### src/rtl/lock_pkg.sv
package lock_pkg;

    localparam int NUM_STEPS = 3;

    typedef enum logic [1:0] {
        ST_IDLE = 2'b00,
        ST_ONE  = 2'b01,
        ST_TWO  = 2'b10,
        ST_OPEN = 2'b11
    } lock_state_e;

    typedef struct packed {
        lock_state_e state;
    } lock_regs_t;

endpackage

### src/rtl/lock_step_cmp.sv
module lock_step_cmp #(
    parameter int NUM_W = 6
) (
    input  logic             op_right,
    input  logic [NUM_W-1:0] op_num,
    input  logic             exp_right,
    input  logic [NUM_W-1:0] exp_num,
    output logic             hit
);
    always_comb begin
        hit = (op_right == exp_right) && (op_num == exp_num);
    end
endmodule

### src/rtl/lock_next.sv
module lock_next
    import lock_pkg::*;
(
    input  lock_state_e          cur,
    input  logic                 op_valid,
    input  logic                 relock,
    input  logic [NUM_STEPS-1:0] hit,
    output lock_state_e          nxt
);
    // Restart target for a valid op that does not continue the secret
    lock_state_e restart;

    always_comb begin
        restart = hit[0] ? ST_ONE : ST_IDLE;
        nxt     = cur;
        if (relock) begin
            nxt = ST_IDLE;
        end else if (op_valid) begin
            unique case (cur)
                ST_IDLE: nxt = restart;
                ST_ONE:  nxt = hit[1] ? ST_TWO  : restart;
                ST_TWO:  nxt = hit[2] ? ST_OPEN : restart;
                ST_OPEN: nxt = ST_OPEN;
                default: nxt = ST_IDLE;
            endcase
        end
    end
endmodule

### src/rtl/combo_lock_ctrl.sv
module combo_lock_ctrl
    import lock_pkg::*;
#(
    parameter int                          NUM_W     = 6,
    parameter logic [NUM_STEPS-1:0]        STEP_DIR  = 3'b101,
    parameter logic [NUM_STEPS*NUM_W-1:0]  STEP_NUM  = {6'd3, 6'd22, 6'd13}
) (
    input  logic             clk,
    input  logic             rst,
    input  logic             op_valid,
    input  logic             op_right,
    input  logic [NUM_W-1:0] op_num,
    input  logic             relock,
    output logic             open_o
);
    lock_regs_t            regs_d, regs_q;
    lock_state_e           nxt_state;
    lock_state_e           state_q;
    logic [NUM_STEPS-1:0]  hit;

    for (genvar i = 0; i < NUM_STEPS; i++) begin : g_step
        lock_step_cmp #(.NUM_W(NUM_W)) u_cmp (
            .op_right (op_right),
            .op_num   (op_num),
            .exp_right(STEP_DIR[i]),
            .exp_num  (STEP_NUM[i*NUM_W +: NUM_W]),
            .hit      (hit[i])
        );
    end

    lock_next u_next (
        .cur     (regs_q.state),
        .op_valid(op_valid),
        .relock  (relock),
        .hit     (hit),
        .nxt     (nxt_state)
    );

    always_comb begin
        regs_d       = regs_q;
        regs_d.state = nxt_state;
    end

    always_ff @(posedge clk) begin
        if (rst) begin
            regs_q <= '{state: ST_IDLE};
        end else begin
            regs_q <= regs_d;
        end
    end

    assign state_q = regs_q.state;
    assign open_o  = (state_q == ST_OPEN);

endmodule

### config.mk
export PLATFORM = sky130hd
export DESIGN_NAME = combo_lock_ctrl
export DESIGN_NICKNAME = d
export VERILOG_FILES = /design/src/rtl/lock_pkg.sv /design/src/rtl/lock_step_cmp.sv /design/src/rtl/lock_next.sv /design/src/rtl/combo_lock_ctrl.sv
export SDC_FILE = /design/constraint.sdc
export NUM_CORES = 1
export LEC_CHECK = 0
export BUFFER_PORTS_ARGS = -buffer_cell sky130_fd_sc_hd__buf_2
export CAP_MARGIN = 30
export CORE_AREA = 2 2 39 41
export DETAILED_ROUTE_END_ITERATION = 10
export DIE_AREA = 0 0 41 43
export MAX_ROUTING_LAYER = met4
export RECOVER_POWER = 100
export REMOVE_ABC_BUFFERS = 1
export SETUP_SLACK_MARGIN = 0.1
export SLEW_MARGIN = 0
export SYNTH_ARGS = -nofsm -noshare
export SYNTH_HDL_FRONTEND = slang
export SYNTH_SLANG_ARGS = --single-unit
export TNS_END_PERCENT = 20
### constraint.sdc
create_clock -name clk -period 1.05 [get_ports clk]
set_input_delay 0.105 -clock clk [delete_from_list [all_inputs] [get_ports clk]]
set_output_delay 0.105 -clock clk [all_outputs]
set_load 0.01 [all_outputs]
==> metrics.txt, run 1 <==
Clock Path Buffers=2; clock latency on the worst-skew pair=0.22 ns; ANT cells=0; pin count of the biggest net entering global routing=5; Max Cap Viol=0; biggest regs=regs_q (2); slew margin rel.=0.836; WHS=0.0731 ns; Slowest cell on crit path=dfxtp_1; num rows=14; TritonRoute pass-1 iters=2; largest reg by FF count=regs_q; clk slew on worst S/H paths=0.03 ns; drt via density=4.02; initial drt markers=1; Die Wd=41 um; port bufs=11; Final Non-Filler Cells=48; full die area=1760 um^2; Worst setup SP type=flip-flop; final worst path period share=0.894; type of the most critical hold path=input pin to flip-flop; final wirelength=446 um; DP HPWL=380 um; root buffer cell=clkbuf_4; gpl congestion=0.583; cts hold-fix bufs=0; Tmin final=0.939 ns; I/O pin count=12; total setup buffers inserted after CTS=0; Residual DRC=0; Setup Slack @ Placement=-0.0392 ns; Max FO, Critical Path=4; reg2reg path depth=3; Hold Crit Depth=2; Synth top area share=0.229; Clock Skews=0.00286 ns; Tightest Pin Transition=0.246 ns; cell breakdown of the critical path=and2_0, buf_2; Fmax=1070 MHz; Req. time, crit path=0.94 ns; initial antenna violation count=0; RSZ-0062 raised after global routing=false; Fin. Hold Viols=0; Unique masters post-synth=13; max incr delay on CP=0.35 ns; area grow syn2layout=60.0%; Cell Area, Synth=175 um^2; vias in the first global route=220; Synth area leader=dfxtp_1; final-stage net count=45; Synth area leaders=dfxtp_1, and4bb_2, nor3b_4, a2111oi_2, nand2b_1; Initial Util=0.127; total CTS buffers=3; Leak=0.000122 uW; final worst slack=0.111 ns; register area share after synthesis=0.229; Core ar.=1380 um^2; Die Ht=43 um; WL per Instance=9.29 um; CTS Sinks=2; Total GRT Usage=0.0708; H-tree Lvls=1; Setup violations, final=0; Ys Warns=0; Tot Pwr=291 uW; Seq cells post-synth=2; Worst EP arrival=0.83 ns; CP Class=flip-flop to primary output; status=finished clean; Setup TNS=0 ns; Slew Limit Fails=0; remaining antenna violation count=0; max reg flops=2; post-synthesis cell count=17; Mapped Avg Cell Area=10.3 um^2; R2R Setup Slk=0.25 ns; first-pass GRT wire length=724 um; share of post-route cells with drive strength above 1=0.594; Fillers=167; Via Count=193; GR Overflow Total=0; Critical Path Sink Type=primary output; CTS tree=built; P per Cell Area=1040 nW/um^2; Worst VDD drop=0.210 mV; dpl cells=45
## worst max-delay path, delay by kind of cell, from the launching register on
kind,cells,cell delay (ns)
buffers and inverters,1,0.13
DFF,1,0.35
and+or+nand+nor,1,0.14
## Yosys cell counts
| master | count |
|---|---|
| a2111oi_2 | 1 |
| and2_1 | 1 |
| and3b_1 | 1 |
| nor4_1 | 1 |
| inv_1 | 1 |
| nor3b_1 | 1 |
| nand2b_1 | 2 |
| a21oi_1 | 2 |
| dfxtp_1 | 2 |
| o211ai_2 | 1 |
| a41oi_1 | 1 |
| nor3b_4 | 1 |
| and4bb_2 | 2 |
## metrics by stage
stage | area (um^2) | util
detailed placement | 258 | 0.186
global placement | 258 | 0.186
CTS | 282 | 0.203
finish | 280 | 0.203
global route | 280 | 0.203
floorplan | 175 | -
## final cells by class
class	instances	area, um^2	share of cell area
Inverter	1	3.75	0.0134
Multi-Input combinational cell	14	131	0.469
Clock buffer	3	22.5	0.0804
Tap cell	16	20.0	0.0714
Timing Repair Buffer	12	62.6	0.223
Sequential cell	2	40.0	0.143
## cells by family (layout without fill, tap and decap cells)
| family | after synthesis | in the layout | synth area share |
|---|---|---|---|
| buffers and inverters | 1 | 16 | 0.0214 |
| AND/OR/NAND/NOR | 9 | 9 | 0.486 |
| AO/OA/AOI/OAI | 5 | 5 | 0.264 |
| flip-flops | 2 | 2 | 0.229 |
## power by group
part / total, uW / internal [uW] / switching (uW)
combinational: 47.8 / 26.5 / 21.4
sequential: 76.7 / 76.7 / 0.0396
clock: 167 / 126 / 40.8
total: 291 / 229 / 62.2
## layer usage
metal	track usage	wire, um	up-vias
met2	0.116	261	6
met4	0.0800	0	0
met5	-	0	-
met1	0.0351	139	88
li1	-	-	99
met3	0.0471	46	0
## layout by cell type, fill, tap and decap left out
master	count
a2111oi_2	1
a21oi_1	2
a41oi_1	1
and2_0	1
and3b_1	1
and4bb_1	1
and4bb_2	1
buf_2	11
buf_4	1
clkbuf_4	3
dfxtp_1	2
inv_1	1
nand2b_1	2
nor3b_1	1
nor3b_4	1
nor4_1	1
o211ai_2	1
## worst paths after layout
kind              startpoint   endpoint
setup reg to reg   regs_q[0]  regs_q[1]
hold / removal           rst  regs_q[0]
hold reg to reg    regs_q[0]  regs_q[0]
setup / recovery   regs_q[0]     open_o
## timing repair
action	CTS	global route
setup endpoints to repair	1	1
gates resized for setup	1	0
pin swaps	0	1
(Power assumes the default switching activity.)
==> run 2: changes to the inputs <==
Settings changed: BUFFER_PORTS_ARGS -buffer_cell sky130_fd_sc_hd__buf_2 to unset, DONT_BUFFER_PORTS set to 1.
==> run 2 against run 1 <==
Maximum frequency grew 4.0%. Flip-flop and latch count did not move. Combinational power is 46% lower. Hold slack lost 0.021 ns. Clock skew is 0.0021 ns higher. Largest power group unchanged. Via count down 15%. Total power fell by 5.9%. Utilization shrank 3.1 points. Die area stayed put.
==> metrics.txt, run 2 (same netlist as run 1, synthesis figures left out) <==
vias in the first global route=199 (-9.5%); max incr delay on CP=0.35 ns (about the same); status=finished clean; Worst EP arrival=0.80 ns (-0.03 ns); CTS tree=built; Final Cell Area=238 um^2 (-15%); TritonRoute pass-1 iters=2 (unchanged); Slew Limit Fails=0 (unchanged); Worst setup SP type=flip-flop; WHS=0.0522 ns (-0.0209 ns); most common cell after layout, fill and taps aside=clkbuf_4; cell breakdown of the critical path=and2_0; share of post-route cells with drive strength above 1=0.364 (-0.230); ANT cells=0 (unchanged); P per Cell Area=1150 nW/um^2 (+11%); H-tree Lvls=1 (unchanged); slew margin rel.=0.822 (-0.0139); drt via density=4.34 (+8.0%); I/O pin count=12 (unchanged); Initial Util=0.127 (unchanged); Worst VDD drop=0.226 mV (+7.5%); final-stage net count=35 (-22%); Clock Path Buffers=2 (unchanged); biggest regs=regs_q (2); max reg flops=2 (unchanged); Fmax=1110 MHz (+4.0%); dpl cells=33 (-27%); GR Overflow Total=0 (unchanged); gpl congestion=0.576 (-1.2%); Tightest Pin Transition=0.267 ns (+0.0208 ns); family with the most delay on the worst path=flip-flops; Die Ht=43 um (unchanged); initial antenna violation count=0 (unchanged); Clock Skews=0.00496 ns (+0.00210 ns); Residual DRC=0 (unchanged); post-route core utilization=0.172 (-0.0307); pin count of the biggest net entering global routing=5 (unchanged); root buffer cell=clkbuf_4; port bufs=0 (-11); WL per Instance=11.4 um (+23%); full die area=1760 um^2 (unchanged); area grow syn2layout=35.7%; final worst path period share=0.860 (-0.0341); clock latency on the worst-skew pair=0.23 ns (about the same); num rows=14 (unchanged); Setup TNS=0 ns (unchanged); Die Wd=41 um (unchanged); total setup buffers inserted after CTS=0 (unchanged); Fin. Hold Viols=0 (unchanged); Req. time, crit path=0.94 ns (about the same); DP Area=195 um^2 (-24%); Via Count=165 (-15%); clk slew on worst S/H paths=0.03 ns (about the same); final wirelength=433 um (-2.9%); initial drt markers=2 (+1); buffers and inverters on the worst path=0 (-1); Tmin final=0.903 ns (-0.0358 ns); Slowest cell on crit path=dfxtp_1; RSZ-0062 raised after global routing=false; Critical Path Sink Type=primary output; PostCTS Resize Cnt=0 (-1); total CTS buffers=3 (unchanged); Fillers=152 (-9.0%); Final Non-Filler Cells=38 (-21%); Leak=0.0000780 uW (-36%); DP HPWL=370 um (-2.6%); Max FO, Critical Path=4 (unchanged); CTS Sinks=2 (unchanged); Total GRT Usage=0.0667 (-0.00418); first-pass GRT wire length=710 um (-1.9%); Core ar.=1380 um^2 (unchanged); Max Cap Viol=0 (unchanged); CP Class=flip-flop to primary output; largest reg by FF count=regs_q; remaining antenna violation count=0 (unchanged); type of the most critical hold path=input pin to flip-flop; Setup violations, final=0 (unchanged)
run 2: cell types whose count changed in the layout (fill, tap and decap cells not counted):
| cell | change |
|---|---|
| buf_2 | -11 |
| dlygate4sd3_1 | +2 |
| and4bb_1 | -1 |
| buf_4 | -1 |
| and4bb_2 | +1 |
run 2: worst paths after layout:
path | start | end | slack, ns | cells after the start
setup / recovery | regs_q[0] | open_o | 0.15 | 1
hold / removal | op_valid | regs_q[0] | 0.05 | 2
setup reg to reg | regs_q[0] | regs_q[1] | 0.23 | 3
hold reg to reg | regs_q[0] | regs_q[0] | 0.50 | 2
run 2: stage by stage:
step	total power [uW]	setup slack, ns
floorplan	94.0	0.133
global placement	95.3	0.0828
detailed placement	95.4	0.0571
CTS	284	0.109
global route	297	0.0703
finish	274	0.147
run 2: repair_timing:
item / in CTS / in global routing
endpoints found under the hold margin: 2 / 0
endpoints found under the setup margin: 0 / 1
hold buffers: 2 / 0
run 2: report_power, final:
part	internal [uW]	total [uW]	switching, uW	leakage [uW]
sequential	76.6	76.7	0.0420	0.0000161
clock	126	172	45.5	0.0000138
combinational	16.6	25.6	8.99	0.0000481
run 2: final cells by class:
| class | instances | area (um^2) | area share |
|---|---|---|---|
| clock buffer | 3 | 22.5 | 0.0947 |
| inverter | 1 | 3.75 | 0.0158 |
| multi-input combinational | 14 | 131 | 0.553 |
| sequential | 2 | 40.0 | 0.168 |
| tap | 16 | 20.0 | 0.0842 |
| timing repair buffer | 2 | 20.0 | 0.0842 |
run 2: metal layers:
layer  up-vias  wire length [um]  global-route usage
met5         -                 0                   -
met4         0                 0              0.0800
met3         0                60              0.0314
met2         6               236              0.0938
met1        78               135              0.0541
li1         81                 -                   -
==> run 3: changes to the inputs <==
Settings changed: ABC_AREA set to 1, TNS_END_PERCENT 20 to unset.
==> run 3 against run 2 <==
Worst setup slack improved by 0.0037 ns. Hold slack better by 0.013 ns. Non-clock buffer count down 2. First-iteration DRC count rose to 5.5 times the previous value. Clock-buffer cell count is the same. Combinational power decreased by 8.2%. Synthesized cell count up 140%. Cell count is 55% higher. Register-to-register slack worse by 0.03 ns. Clock power fell by 2%. Die area stayed put.
==> metrics.txt, run 3 <==
remaining antenna violation count=0 (unchanged); CP Class=flip-flop to primary output; Tmin final=0.899 ns (-0.00373 ns); clk slew on worst S/H paths=0.03 ns (about the same); CTS Sinks=2 (unchanged); post-route core utilization=0.171 (-0.000904); final wirelength=431 um (-0.46%); family with the most delay on the worst path=flip-flops; Leak=0.000138 uW (+77%); GR Overflow Total=0 (unchanged); first-pass GRT wire length=717 um (+0.99%); biggest regs=regs_q (2); Die Ht=43 um (unchanged); final worst path period share=0.856 (-0.00355); final-stage net count=56 (+60%); max reg flops=2 (unchanged); CTS tree=built; Slowest cell on crit path=dfxtp_1; Total GRT Usage=0.0697 (+0.00308); Post-synth top flop=dfxtp_1; Post-synth top cells=nand2_1, inv_1, nor2_1, nor2_2; pin count of the biggest net entering global routing=6 (+1); cell breakdown of the critical path=nand2_1, inv_1; Mapped Avg Cell Area=4.85 um^2 (-53%); num rows=14 (unchanged); Via Count=209 (+27%); max incr delay on CP=0.37 ns (+0.02 ns); full die area=1760 um^2 (unchanged); post-synthesis cell count=40 (+23); Cell Area, Synth=194 um^2 (+11%); EDFF count, synth=0 (unchanged); TritonRoute pass-1 iters=4 (+2); port bufs=0 (unchanged); Fmax=1110 MHz (+0.41%); initial antenna violation count=0 (unchanged); total setup buffers inserted after CTS=0 (unchanged); Unique masters post-synth=7 (-6); M1 GR Usage=0.0605 (+0.00637); Slew Limit Fails=0 (unchanged); buffers and inverters on the worst path=1 (+1); Max Cap Viol=0 (unchanged); Clock Path Buffers=2 (unchanged); I/O pin count=12 (unchanged); Die Wd=41 um (unchanged); root buffer cell=clkbuf_4; met3 usage=0.0733 (+0.0419); type of the most critical hold path=input pin to flip-flop; most common cell after layout, fill and taps aside=nand2_1; Core ar.=1380 um^2 (unchanged); most frequent cell after synthesis=nand2_1; Worst VDD drop=0.485 mV (+120%); clock latency on the worst-skew pair=0.22 ns (about the same); area grow syn2layout=21.9%; initial drt markers=11 (+9); grt peak-use layer=met2; Synth top area share=0.271 (+0.0424); Synth area leader=nand2_1; gpl congestion=0.694 (+21%); PostCTS Resize Cnt=0 (unchanged); total CTS buffers=3 (unchanged); slew margin rel.=0.902 (+0.0808); drt via density=3.54 (-18%); Ys Warns=0 (unchanged); most frequent cells in the layout=nand2_1, inv_1, nor2_1; WL per Instance=7.31 um (-36%); share of post-route cells with drive strength above 1=0.140 (-0.224); largest reg by FF count=regs_q; Fillers=162 (+6.6%); status=finished clean; vias in the first global route=203 (+2.0%); register area share after synthesis=0.206 (-0.0221); Worst setup SP type=flip-flop; Max FO, Critical Path=5 (+1); Fin. Hold Viols=0 (unchanged); Residual DRC=0 (unchanged); ANT cells=0 (unchanged); cts hold-fix bufs=0 (-2); DP HPWL=359 um (-3.1%); Critical Path Sink Type=primary output; RSZ-0062 raised after global routing=false; Initial Util=0.140 (+0.0136); P per Cell Area=1140 nW/um^2 (-0.81%); Tightest Pin Transition=0.146 ns (-0.121 ns); Synth area leaders=nand2_1, dfxtp_1, inv_1, nor2_1, nor2_2; Seq cells post-synth=2 (unchanged); Tot Pwr=270 uW (-1.3%); Setup violations, final=0 (unchanged); Async SR Flop Fraction=0 (unchanged); Clock Skews=0.00157 ns (-0.00338 ns); H-tree Lvls=1 (unchanged); Worst EP arrival=0.79 ns (about the same); Req. time, crit path=0.94 ns (about the same); Setup TNS=0 ns (unchanged); met2 Usage GRT=0.0906 (-0.00313)
run 3: layer usage:
layer	vias to the layer above	part of all wire
li1	120	-
met1	82	0.43
met2	7	0.44
met3	0	0.13
met4	0	0
met5	-	0
run 3: per-stage QoR:
stage / hold WS (ns) / std cells / setup slack, ns / area (um^2)
CTS: 0.0624 / 59 / 0.139 / 236
floorplan: 0.272 / 40 / 0.278 / 194
global placement: 0.294 / 56 / 0.222 / 214
finish: 0.0655 / 59 / 0.151 / 236
detailed placement: 0.299 / 56 / 0.203 / 214
global route: 0.0557 / 59 / 0.0791 / 236
run 3: layout make-up:
cell class / instances / area [um^2] / area share
Multi-Input combinational cell: 29 / 120 / 0.508
Sequential cell: 2 / 40.0 / 0.169
Inverter: 9 / 33.8 / 0.143
Clock buffer: 3 / 22.5 / 0.0952
Tap cell: 16 / 20.0 / 0.0847
run 3: path summary, 6_finish.rpt:
kind              cells after the start      start   endpoint  slack [ns]
hold reg to reg                       4  regs_q[1]  regs_q[1]        0.56
hold / removal                        3        rst  regs_q[1]        0.07
setup reg to reg                      6  regs_q[0]  regs_q[1]        0.20
setup / recovery                      2  regs_q[0]     open_o        0.15
run 3: worst reg2reg max path: stages, from the launching register on:
cell and delay (ns):
dfxtp_1 0.37, nand2_1 0.07, nor2_1 0.08, nand3_1 0.08, nand2_1 0.06, nand2_1 0.05
nor2_2 0.07
run 3: logic make-up after synthesis:
family          synth area share
buf+inv                    0.174
flops                      0.206
simple gates               0.594
compound gates            0.0258
run 3: where the power goes:
| group | leakage (uW) | switching (uW) | internal (uW) |
|---|---|---|---|
| Combinational | 0.000108 | 13.7 | 9.79 |
| Sequential | 0.0000162 | 1.31 | 77.8 |
| Clock | 0.0000138 | 41.8 | 126 |
